`src/rtl/sa4_cache_pkg.sv`:
```
package sa4_cache_pkg;
  localparam int ADDR_W     = 12;
  localparam int LINE_BYTES = 16;
  localparam int SETS       = 4;
  localparam int WAYS       = 4;
  localparam int BANKS      = 4;
  localparam int BYTE_W     = 8;

  typedef enum logic [2:0] {
    S_IDLE,
    S_LOOK,
    S_READ,
    S_RESP,
    S_FILL,
    S_WRITE
  } ctrl_state_t;
endpackage

```
`src/rtl/sa4_tag_store.sv`:
```
module sa4_tag_store #(
  parameter int SETS  = 4,
  parameter int WAYS  = 4,
  parameter int TAG_W = 6,
  localparam int SET_W = $clog2(SETS),
  localparam int WAY_W = $clog2(WAYS)
) (
  input  logic             clk,
  input  logic             rst,
  input  logic [SET_W-1:0] lk_set,
  input  logic [TAG_W-1:0] lk_tag,
  output logic             hit,
  output logic [WAY_W-1:0] hit_way,
  output logic             has_free,
  output logic [WAY_W-1:0] free_way,
  input  logic             fill_en,
  input  logic [SET_W-1:0] fill_set,
  input  logic [WAY_W-1:0] fill_way,
  input  logic [TAG_W-1:0] fill_tag
);
  logic [TAG_W-1:0] tag_q [SETS][WAYS];
  logic [WAYS-1:0]  vld_q [SETS];
  logic [WAYS-1:0]  hit_vec;

  for (genvar w = 0; w < WAYS; w++) begin : g_cmp
    assign hit_vec[w] = vld_q[lk_set][w] && (tag_q[lk_set][w] == lk_tag);
  end

  always_comb begin
    hit      = |hit_vec;
    hit_way  = '0;
    has_free = ~&vld_q[lk_set];
    free_way = '0;
    for (int w = WAYS - 1; w >= 0; w--) begin
      if (hit_vec[w])         hit_way  = WAY_W'(w);
      if (!vld_q[lk_set][w])  free_way = WAY_W'(w);
    end
  end

  always_ff @(posedge clk) begin
    if (rst) begin
      for (int s = 0; s < SETS; s++) vld_q[s] <= '0;
    end else if (fill_en) begin
      vld_q[fill_set][fill_way] <= 1'b1;
    end
  end

  always_ff @(posedge clk) begin
    if (fill_en) tag_q[fill_set][fill_way] <= fill_tag;
  end


  hit_onehot_chk: assert property (@(posedge clk) disable iff (rst)
    $onehot0(hit_vec));
endmodule

```
`src/rtl/sa4_plru.sv`:
```
module sa4_plru #(
  parameter int SETS = 4,
  parameter int WAYS = 4,
  localparam int SET_W = $clog2(SETS),
  localparam int WAY_W = $clog2(WAYS),
  localparam int NODES = WAYS - 1
) (
  input  logic             clk,
  input  logic             rst,
  input  logic [SET_W-1:0] rd_set,
  output logic [WAY_W-1:0] victim,
  input  logic             touch_en,
  input  logic [SET_W-1:0] touch_set,
  input  logic [WAY_W-1:0] touch_way
);
  logic [NODES-1:0] tree_q [SETS];
  logic [NODES-1:0] cur;
  logic [NODES-1:0] nxt;

  always_comb begin
    cur    = tree_q[rd_set];
    victim = cur[0] ? {1'b1, cur[2]} : {1'b0, cur[1]};
  end

  always_comb begin
    nxt = tree_q[touch_set];
    if (!touch_way[1]) begin
      nxt[0] = 1'b1;
      nxt[1] = ~touch_way[0];
    end else begin
      nxt[0] = 1'b0;
      nxt[2] = ~touch_way[0];
    end
  end

  always_ff @(posedge clk) begin
    if (rst) begin
      for (int s = 0; s < SETS; s++) tree_q[s] <= '0;
    end else if (touch_en) begin
      tree_q[touch_set] <= nxt;
    end
  end


  victim_moves_chk: assert property (@(posedge clk) disable iff (rst)
    touch_en |=> (rd_set != $past(touch_set)) || (victim != $past(touch_way)));
endmodule

```
`src/rtl/sa4_line_store.sv`:
```
module sa4_line_store #(
  parameter int DEPTH      = 16,
  parameter int LINE_BYTES = 16,
  parameter int BYTE_W     = 8,
  localparam int IDX_W  = $clog2(DEPTH),
  localparam int OFF_W  = $clog2(LINE_BYTES),
  localparam int LINE_W = LINE_BYTES * BYTE_W
) (
  input  logic              clk,
  input  logic              wr_en,
  input  logic              wr_full,
  input  logic [IDX_W-1:0]  wr_idx,
  input  logic [OFF_W-1:0]  wr_lane,
  input  logic [LINE_W-1:0] wr_line,
  input  logic [IDX_W-1:0]  rd_idx,
  output logic [LINE_W-1:0] rd_line
);
  for (genvar g = 0; g < LINE_BYTES; g++) begin : g_lane
    localparam logic [OFF_W-1:0] LANE = OFF_W'(g);
    logic [BYTE_W-1:0] ram [DEPTH];
    logic [BYTE_W-1:0] rd_q;

    always_ff @(posedge clk) begin
      if (wr_en && (wr_full || wr_lane == LANE))
        ram[wr_idx] <= wr_line[g*BYTE_W +: BYTE_W];
      rd_q <= ram[rd_idx];
    end

    assign rd_line[g*BYTE_W +: BYTE_W] = rd_q;
  end
endmodule

```
`src/rtl/sa4_cache_ctrl.sv`:
```
module sa4_cache_ctrl
  import sa4_cache_pkg::*;
#(
  parameter int ADDR_W     = sa4_cache_pkg::ADDR_W,
  parameter int LINE_BYTES = sa4_cache_pkg::LINE_BYTES,
  parameter int SETS       = sa4_cache_pkg::SETS,
  parameter int WAYS       = sa4_cache_pkg::WAYS,
  parameter int BANKS      = sa4_cache_pkg::BANKS,
  parameter int BYTE_W     = sa4_cache_pkg::BYTE_W,
  localparam int OFF_W   = $clog2(LINE_BYTES),
  localparam int SET_W   = $clog2(SETS),
  localparam int WAY_W   = $clog2(WAYS),
  localparam int TAG_W   = ADDR_W - OFF_W - SET_W,
  localparam int BANK_W  = $clog2(BANKS),
  localparam int BANK_AW = ADDR_W - BANK_W,
  localparam int LINE_W  = LINE_BYTES * BYTE_W,
  localparam int DEPTH   = SETS * WAYS
) (
  input  logic               clk,
  input  logic               rst,
  input  logic               req,
  input  logic               we,
  input  logic [ADDR_W-1:0]  addr,
  input  logic [BYTE_W-1:0]  wdata,
  output logic [BYTE_W-1:0]  rdata,
  output logic               done,
  output logic               mem_req,
  output logic               mem_we,
  output logic [BANK_W-1:0]  mem_bank,
  output logic [BANK_AW-1:0] mem_addr,
  output logic [BYTE_W-1:0]  mem_wdata,
  input  logic [LINE_W-1:0]  mem_rdata,
  input  logic               mem_ack
);
  ctrl_state_t       state;
  logic [ADDR_W-1:0] addr_q;
  logic              we_q;
  logic [BYTE_W-1:0] wdata_q;
  logic [WAY_W-1:0]  way_q;
  logic              hit_q;

  logic [OFF_W-1:0]  off_q;
  logic [SET_W-1:0]  set_q;
  logic [TAG_W-1:0]  tag_q;

  assign off_q = addr_q[OFF_W-1:0];
  assign set_q = addr_q[OFF_W +: SET_W];
  assign tag_q = addr_q[ADDR_W-1 -: TAG_W];

  logic             hit;
  logic [WAY_W-1:0] hit_way;
  logic             has_free;
  logic [WAY_W-1:0] free_way;
  logic [WAY_W-1:0] plru_victim;
  logic             fill_done;
  logic             wr_hit_done;
  logic             touch_en;
  logic [WAY_W-1:0] touch_way;
  logic [LINE_W-1:0] rd_line;
  logic [LINE_W-1:0] wr_line;
  logic [SET_W+WAY_W-1:0] line_idx;

  assign fill_done   = (state == S_FILL) && mem_ack;
  assign wr_hit_done = (state == S_WRITE) && mem_ack && hit_q;
  assign touch_en    = ((state == S_LOOK) && hit) || fill_done;
  assign touch_way   = (state == S_LOOK) ? hit_way : way_q;
  assign line_idx    = {set_q, way_q};
  assign wr_line     = (state == S_FILL) ? mem_rdata : {LINE_BYTES{wdata_q}};

  sa4_tag_store #(.SETS(SETS), .WAYS(WAYS), .TAG_W(TAG_W)) u_tags (
    .clk      (clk),
    .rst      (rst),
    .lk_set   (set_q),
    .lk_tag   (tag_q),
    .hit      (hit),
    .hit_way  (hit_way),
    .has_free (has_free),
    .free_way (free_way),
    .fill_en  (fill_done),
    .fill_set (set_q),
    .fill_way (way_q),
    .fill_tag (tag_q)
  );

  sa4_plru #(.SETS(SETS), .WAYS(WAYS)) u_plru (
    .clk       (clk),
    .rst       (rst),
    .rd_set    (set_q),
    .victim    (plru_victim),
    .touch_en  (touch_en),
    .touch_set (set_q),
    .touch_way (touch_way)
  );

  sa4_line_store #(.DEPTH(DEPTH), .LINE_BYTES(LINE_BYTES), .BYTE_W(BYTE_W)) u_lines (
    .clk     (clk),
    .wr_en   (fill_done || wr_hit_done),
    .wr_full (state == S_FILL),
    .wr_idx  (line_idx),
    .wr_lane (off_q),
    .wr_line (wr_line),
    .rd_idx  (line_idx),
    .rd_line (rd_line)
  );

  always_ff @(posedge clk) begin
    if (rst) begin
      state     <= S_IDLE;
      addr_q    <= '0;
      we_q      <= 1'b0;
      wdata_q   <= '0;
      way_q     <= '0;
      hit_q     <= 1'b0;
      rdata     <= '0;
      done      <= 1'b0;
      mem_req   <= 1'b0;
      mem_we    <= 1'b0;
      mem_bank  <= '0;
      mem_addr  <= '0;
      mem_wdata <= '0;
    end else begin
      done <= 1'b0;
      case (state)
        S_IDLE: begin
          if (req) begin
            addr_q  <= addr;
            we_q    <= we;
            wdata_q <= wdata;
            state   <= S_LOOK;
          end
        end
        S_LOOK: begin
          hit_q    <= hit;
          mem_bank <= addr_q[ADDR_W-1 -: BANK_W];
          if (we_q) begin
            way_q     <= hit_way;
            mem_req   <= 1'b1;
            mem_we    <= 1'b1;
            mem_addr  <= addr_q[BANK_AW-1:0];
            mem_wdata <= wdata_q;
            state     <= S_WRITE;
          end else if (hit) begin
            way_q <= hit_way;
            state <= S_READ;
          end else begin
            way_q    <= has_free ? free_way : plru_victim;
            mem_req  <= 1'b1;
            mem_we   <= 1'b0;
            mem_addr <= {addr_q[BANK_AW-1:OFF_W], {OFF_W{1'b0}}};
            state    <= S_FILL;
          end
        end
        S_FILL: begin
          if (mem_ack) begin
            mem_req <= 1'b0;
            state   <= S_READ;
          end
        end
        S_READ: state <= S_RESP;
        S_RESP: begin
          rdata <= rd_line[{off_q, 3'b000} +: BYTE_W];
          done  <= 1'b1;
          state <= S_IDLE;
        end
        S_WRITE: begin
          if (mem_ack) begin
            mem_req <= 1'b0;
            mem_we  <= 1'b0;
            done    <= 1'b1;
            state   <= S_IDLE;
          end
        end
        default: state <= S_IDLE;
      endcase
    end
  end


  done_pulse_chk: assert property (@(posedge clk) disable iff (rst)
    done |=> !done);


  memreq_hold_chk: assert property (@(posedge clk) disable iff (rst)
    (mem_req && !mem_ack) |=> mem_req);


  memreq_release_chk: assert property (@(posedge clk) disable iff (rst)
    (mem_req && mem_ack) |=> !mem_req);
endmodule

```
`config.mk`:
```
export PLATFORM = sky130hd
export DESIGN_NAME = sa4_cache_ctrl
export DESIGN_NICKNAME = d
export VERILOG_FILES = /design/src/rtl/sa4_cache_pkg.sv /design/src/rtl/sa4_tag_store.sv /design/src/rtl/sa4_plru.sv /design/src/rtl/sa4_line_store.sv /design/src/rtl/sa4_cache_ctrl.sv
export SDC_FILE = /design/constraint.sdc
export NUM_CORES = 2
export LEC_CHECK = 0
export BUFFER_PORTS_ARGS = -buffer_cell sky130_fd_sc_hd__buf_2
export CAP_MARGIN = 0
export CORE_ASPECT_RATIO = 1.5
export CORE_MARGIN = 1.5
export CORE_UTILIZATION = 55
export CTS_CLUSTER_SIZE = 25
export DETAILED_ROUTE_END_ITERATION = 12
export GPL_TIMING_DRIVEN = 0
export HOLD_SLACK_MARGIN = 0.12
export PLACE_DENSITY = 0.72
export SLEW_MARGIN = 20
export SYNTH_ARGS = -nofsm -noshare
export SYNTH_HDL_FRONTEND = slang
export SYNTH_SLANG_ARGS = --single-unit
```
`constraint.sdc`:
```
create_clock -name clk -period 3.85 [get_ports clk]
set_input_delay 0.385 -clock clk [delete_from_list [all_inputs] [get_ports clk]]
set_output_delay 0.385 -clock clk [all_outputs]
set_load 0.02 [all_outputs]
```
Word level (Yosys, flattened, before mapping). Memories as Yosys holds them, arrays and structs flattened. A register that Yosys moved wholly into a read port is not among the register bits. Index checks and enable logic that the tools add are counted. Widths: inputs -> output; s select.

Muxes and demuxes: 91. Equality and inequality tests: 30. $lt $le $gt $ge: 4. Shift operators: 1. Reductions and logical operators: 59. Bitwise logic cells: 2.

Operator list (count): $mux 128 (1); $shiftx 128x8->8 (1); $mux 1 (50); $mux 2 (21); $eq 4x4->1 const B (8); $logic_and 1x1->1 (26); $eq 6x6->1 (4); $mux 24 (1); $mux 10 (2); $logic_or 1x1->1 (18); $mux 3 (6); $eq 4x3->1 const B (4); $pmux 3 s5 (1); $demux 6 s2 (1); $mux 4 (3); $reduce_and 3->1 (3); $eq 4x2->1 const B (2); $ne 2x2->1 const B (4); $reduce_or 4->1 (2); $eq 3x2->1 const B (2); $eq 3x3->1 const B (2); $mux 6 (1); $pmux 1 s2 (3); $reduce_and 2->1 (3); 17 further kinds (18).

Output and inout bits: 31. Word-level logic and storage cells: 219. Flip-flop bits (word level): 58. Bits of input ports: 153. Memories: 19. RAM bits: 2172.

Memories: u_lines.g_lane[0].ram (depth 16, bits a word 8, rd ports 1, clocked after memory_dff 1, write ports 1, RTL line sa4_line_store.sv:20) `logic [BYTE_W-1:0] ram [DEPTH];`; u_lines.g_lane[10].ram (depth 16, bits a word 8, rd ports 1, clocked after memory_dff 1, write ports 1, RTL line sa4_line_store.sv:20); u_lines.g_lane[11].ram (depth 16, bits a word 8, rd ports 1, clocked after memory_dff 1, write ports 1, RTL line sa4_line_store.sv:20); u_lines.g_lane[12].ram (depth 16, bits a word 8, rd ports 1, clocked after memory_dff 1, write ports 1, RTL line sa4_line_store.sv:20); u_lines.g_lane[13].ram (depth 16, bits a word 8, rd ports 1, clocked after memory_dff 1, write ports 1, RTL line sa4_line_store.sv:20); u_lines.g_lane[14].ram (depth 16, bits a word 8, rd ports 1, clocked after memory_dff 1, write ports 1, RTL line sa4_line_store.sv:20); 13 more memories.

Depth between registers and ports, before layout.
Depth after elaboration: 10. Depth in mapped cells: 11. Mapped depth without buffers: 8.

Cells and area by module. From an unflattened synthesis, not the netlist that was laid out.

Cells, all modules: 4545. Area total of the unflattened synthesis: 90470.5 µm².

Modules (own cells, without submodules): sa4_line_store (area each 80696.1 µm², seq. area each 64061.4 µm², cells an instance 3731, instances 1); sa4_tag_store (area each 4750.8 µm², seq. area each 3363.2 µm², cells an instance 256, instances 1); sa4_cache_ctrl (area each 4372.9 µm², seq. area each 1161.1 µm², cells an instance 508, instances 1); sa4_plru (area each 650.6 µm², seq. area each 360.3 µm², cells an instance 50, instances 1).

Worst setup path before layout. No wires, ideal clock.

Kind: register -> register. From: reg with a tool-made name. To: mem u_plru.tree_q[0][0] (netlist name) (enable). Required time: 3.495 ns. Period minus slack after synthesis: 2.753 ns. Library setup time: 0.355 ns. Path slack: 1.097 ns. Stages on the path, launching flop included: 11. Arrival: 2.398 ns. Path buffers: 2. Path through: dfxtp_1 -> buf_6 -> buf_12 -> mux4_2 -> xnor2_1 -> nand4_1 -> nor4_4 -> a21oi_2 -> a21oi_2 -> nor2_1 -> o31ai_1.

RTL lines: end: declaration (RTL line sa4_plru.sv:16) `logic [NODES-1:0] tree_q [SETS];`.

Final worst setup path.
From: reg way_q[1]. To: mem u_lines.g_lane[4].ram[2][1] (enable).

RTL lines: start: declaration (RTL line sa4_cache_ctrl.sv:39) `logic [WAY_W-1:0] way_q;`; start signal: assignment (RTL line sa4_cache_ctrl.sv:136) `way_q <= hit_way;`; start signal: assignment (RTL line sa4_cache_ctrl.sv:143) `way_q <= hit_way;`; start signal: assignment (RTL line sa4_cache_ctrl.sv:146) `way_q <= has_free ? free_way : plru_victim;`; end: declaration (RTL line sa4_line_store.sv:20).

No word-level cell before the write port.

==> out/qor.txt <==
Fin crit share -> 106%
Grt total ovfl -> 0
Final WL -> 244 mm
Vias in the first global route -> 45500
Maximum vdd drop -> 578 µV
Sequential cell area -> 69000 µm²
Starting Density -> 55.5%
R2r worst-path depth -> 7
IO Count -> 184
Power per cell area -> 627 nW/µm²
Crit-path max cell delay -> 0.72 ns
Post-synthesis cell type count -> 50
Endpoints failing hold -> 0
Die Wd -> 334 µm
Syn_nets -> 4263
Nets -> 4692
Worst Setup Path Type -> reg2reg
Worst slew margin -> 22.6%
Core area -> 162000 µm²
NetSw -> 0.0173 W
CTS Sinks -> 2360
Post-synth EDFFs -> 2172
Drc violations -> 0
RSZ-0062 raised after global routing -> true
Setup violations, final -> 261
CTS tree -> yes
CP Capture Point -> u_lines.g_lane[4].ram[2][1]
Net Sw Frac -> 27.1%
Leakage power total -> 32.3 nW
Buffers on Ports -> 183
Flops & latches, synth -> 2360
Post-Synthesis Cells -> 4110
Slowest CP cell -> nor2_1
Startpoint types -> register
First-pass GRT wire length -> 340 mm
Row cnt -> 181
Antenna violations before repair -> 16
Die area -> 166000 µm²
Syn-to-layout area delta -> 13.2%
Post-route cell area -> 102000 µm²
All-Layer GR Usage -> 29.8%
Max cap viols -> 0
Routed Antenna Nets -> 0
Dpl hpwl -> 170 mm
Req. time, crit path -> 4.33 ns
DR WL/cell -> 35.8 µm
Cell-internal power -> 0.0466 W
TritonRoute pass-1 iters -> 7
Clock skew -> 0.0460 ns
Global placer's final weighted congestion -> 0.913
Layout Utilization -> 62.8%
Placed cell areas -> 94100 µm²
Max clock buf depth -> 3
Root Buffer -> clkbuf_16
Cell Area, Synth -> 90100 µm²
Cts bufs inserted -> 200
Pre-CTS setup slack -> -1.46 ns
Via Count -> 44800
Flop2flop setup slack -> -0.23 ns
Ys async rst share -> 0%
CP Cell Sequence -> clkbuf_1, clkbuf_2, nor2b_1, clkbuf_1, nand2_2, clkbuf_2, nor2_1
Outcome -> finished, violations left
Worst r2r src -> way_q[1]
RR Endpoint -> u_lines.g_lane[4].ram[2][1]
Largest net degree at the start of global routing -> 20
Clock network power share -> 33.1%
F_max -> 245 MHz
Predominant post-synthesis flop cell -> edfxtp_1
Starting DRT DRC Count -> 5736
DR vias/cell -> 6.56
Violated checks -> setup timing
H-Tree Depth -> 4
Layout cells sized above 1 -> 31.8%
Fillers -> 10700
Crit end category -> register
Crit path from -> way_q[1]
Min cycle time layout -> 4.08 ns
Clock transition at path regs -> 0.07 ns
Crit Path Max Fanout -> 10
Area of the multi-input gates -> 20700 µm²
Crit path DAT -> 4.56 ns
Skew-Pair Late Insertion Delay -> 0.88 ns
Min-delay worst type -> in2reg
Combinational Power Share -> 17.2%
Syn. warnings -> 0
Chip height -> 499 µm
Worst setup slack after layout -> -0.229 ns
Final Max Slew Viols -> 0
Worst-Margin Slew -> 1.16 ns
Seq/Total Area, Yosys -> 76.6%
Syn Area/Cell -> 21.9 µm²
Seq pwr share -> 49.7%
## how the worst min path moves through the flow
| stage | startpoint | end | slack, ns | cells past startpoint |
|---|---|---|---|---|
| 2_1_floorplan | wdata_q[0] | mem_wdata[0] | 0.44 | 2 |
| 3_3_place_gp | mem_wdata[4] | mem_wdata[4] | 0.44 | 2 |
| 3_5_place_dp | mem_wdata[3] | mem_wdata[3] | 0.45 | 2 |
| 4_1_cts | mem_rdata[54] | u_lines.g_lane[6].ram[7][6] | 0.12 | 2 |
| 5_1_grt | mem_rdata[110] | u_lines.g_lane[13].ram[11][6] | 0.16 | 2 |
| 6_report | mem_rdata[93] | u_lines.g_lane[11].ram[3][5] | 0.16 | 2 |
## cell usage in the layout, fill, tap and decap left out, types with 25 or more instances in the layout
master	synthesis	routed
a21o_1	128	128
a21oi_1	45	45
buf_1	51	25
buf_2	3	200
bufinv_16	0	28
clkbuf_1	195	166
clkbuf_16	0	203
clkbuf_2	0	72
clkinv_1	1	38
clkinv_2	0	29
dfxtp_1	188	188
dlygate4sd3_1	0	29
edfxtp_1	2172	2172
mux4_2	702	702
nand2_1	106	97
nor2_1	318	164
nor2_2	0	112
nor2_4	0	42
## worst max-delay path, delay by kind of cell, from the launching register on
kind,cells,cell delay (ns)
AND/OR/NAND/NOR,3,1.44
buffers and inverters,4,1.79
flip-flops,1,0.42
## power by group through the flow
stage	registers [W]	clock network, W	logic (W)
6_report	0.0318	0.0212	0.0110
5_1_grt	0.0318	0.0221	0.0114
4_1_cts	0.0317	0.0212	0.0108
3_5_place_dp	0.0323	0	0.0106
3_3_place_gp	0.0322	0	0.0101
2_1_floorplan	0.0319	0	0.00623
## flip-flops by register name (all words and copies together) (netlist names), 3 cells and up, named ones only
register	cells
addr_q	12
mem_addr	10
mem_wdata	8
rdata	8
state	3
u_lines.g_lane.ram	2048
u_lines.g_lane.rd_q	128
u_plru.tree_q	12
u_tags.tag_q	96
u_tags.vld_q	16
wdata_q	8
## final cells by class
type | instances | area share [%]
diodes | 7 | 0.0172
flip-flops and latches | 2360 | 67.6
clock inverters | 120 | 1.42
inverters | 7 | 0.0258
repair buffers | 229 | 1.50
plain buffers | 264 | 1.20
multi-input cells | 1477 | 20.3
clock buffers | 256 | 5.32
well taps | 2104 | 2.58
## Yosys cell counts (17+ instances only)
| cell | number | share of area (%) |
|---|---|---|
| mux4_2 | 702 | 18 |
| o21ai_1 | 17 | 0.094 |
| edfxtp_1 | 2172 | 72 |
| nor2_1 | 318 | 1.3 |
| clkbuf_1 | 195 | 0.81 |
| o21ai_0 | 22 | 0.12 |
| nor3_1 | 17 | 0.094 |
| nand2_1 | 106 | 0.44 |
| a21o_1 | 128 | 1.1 |
| buf_1 | 51 | 0.21 |
| a21oi_1 | 45 | 0.25 |
| dfxtp_1 | 188 | 4.2 |
## cells by family after synthesis
family	Yosys count	synth area share, %
simple gates	494	2.27
buf+inv	273	1.26
compound gates	235	1.76
xor+xnor	22	0.214
flops	2360	76.6
mux	726	17.9
## per-layer routing
| metal | wire [µm] | part of all wire [%] | GRT usage, % |
|---|---|---|---|
| met1 | 81700 | 33 | 35.9 |
| met2 | 124000 | 51 | 49.9 |
| met3 | 23800 | 9.7 | 6.88 |
| met4 | 14600 | 6.0 | 16.1 |
| met5 | 23 | 0.0094 | 0 |
## through the flow
stage               total power, W  instances  hold slack [ns]  TNS (ns)
finish                      0.0639       6824            0.157    -22.13
global route                0.0652       6819            0.164    -15.94
CTS                         0.0637       6818            0.120    -74.81
detailed placement          0.0429       6411            0.448  -1095.13
global placement            0.0424       6397            0.443  -4387.23
floorplan                   0.0381       4110            0.441         0
## repair_timing
action,4_1_cts,5_1_grt
gates cloned,0,0
pin swaps,1,0
setup endpoints to repair,2051,2532
gates resized for setup,172,71
buffers inserted,3,0
hold endpoints to repair,78,0
hold buffers,29,0
Power figures use the tool's default switching activity.
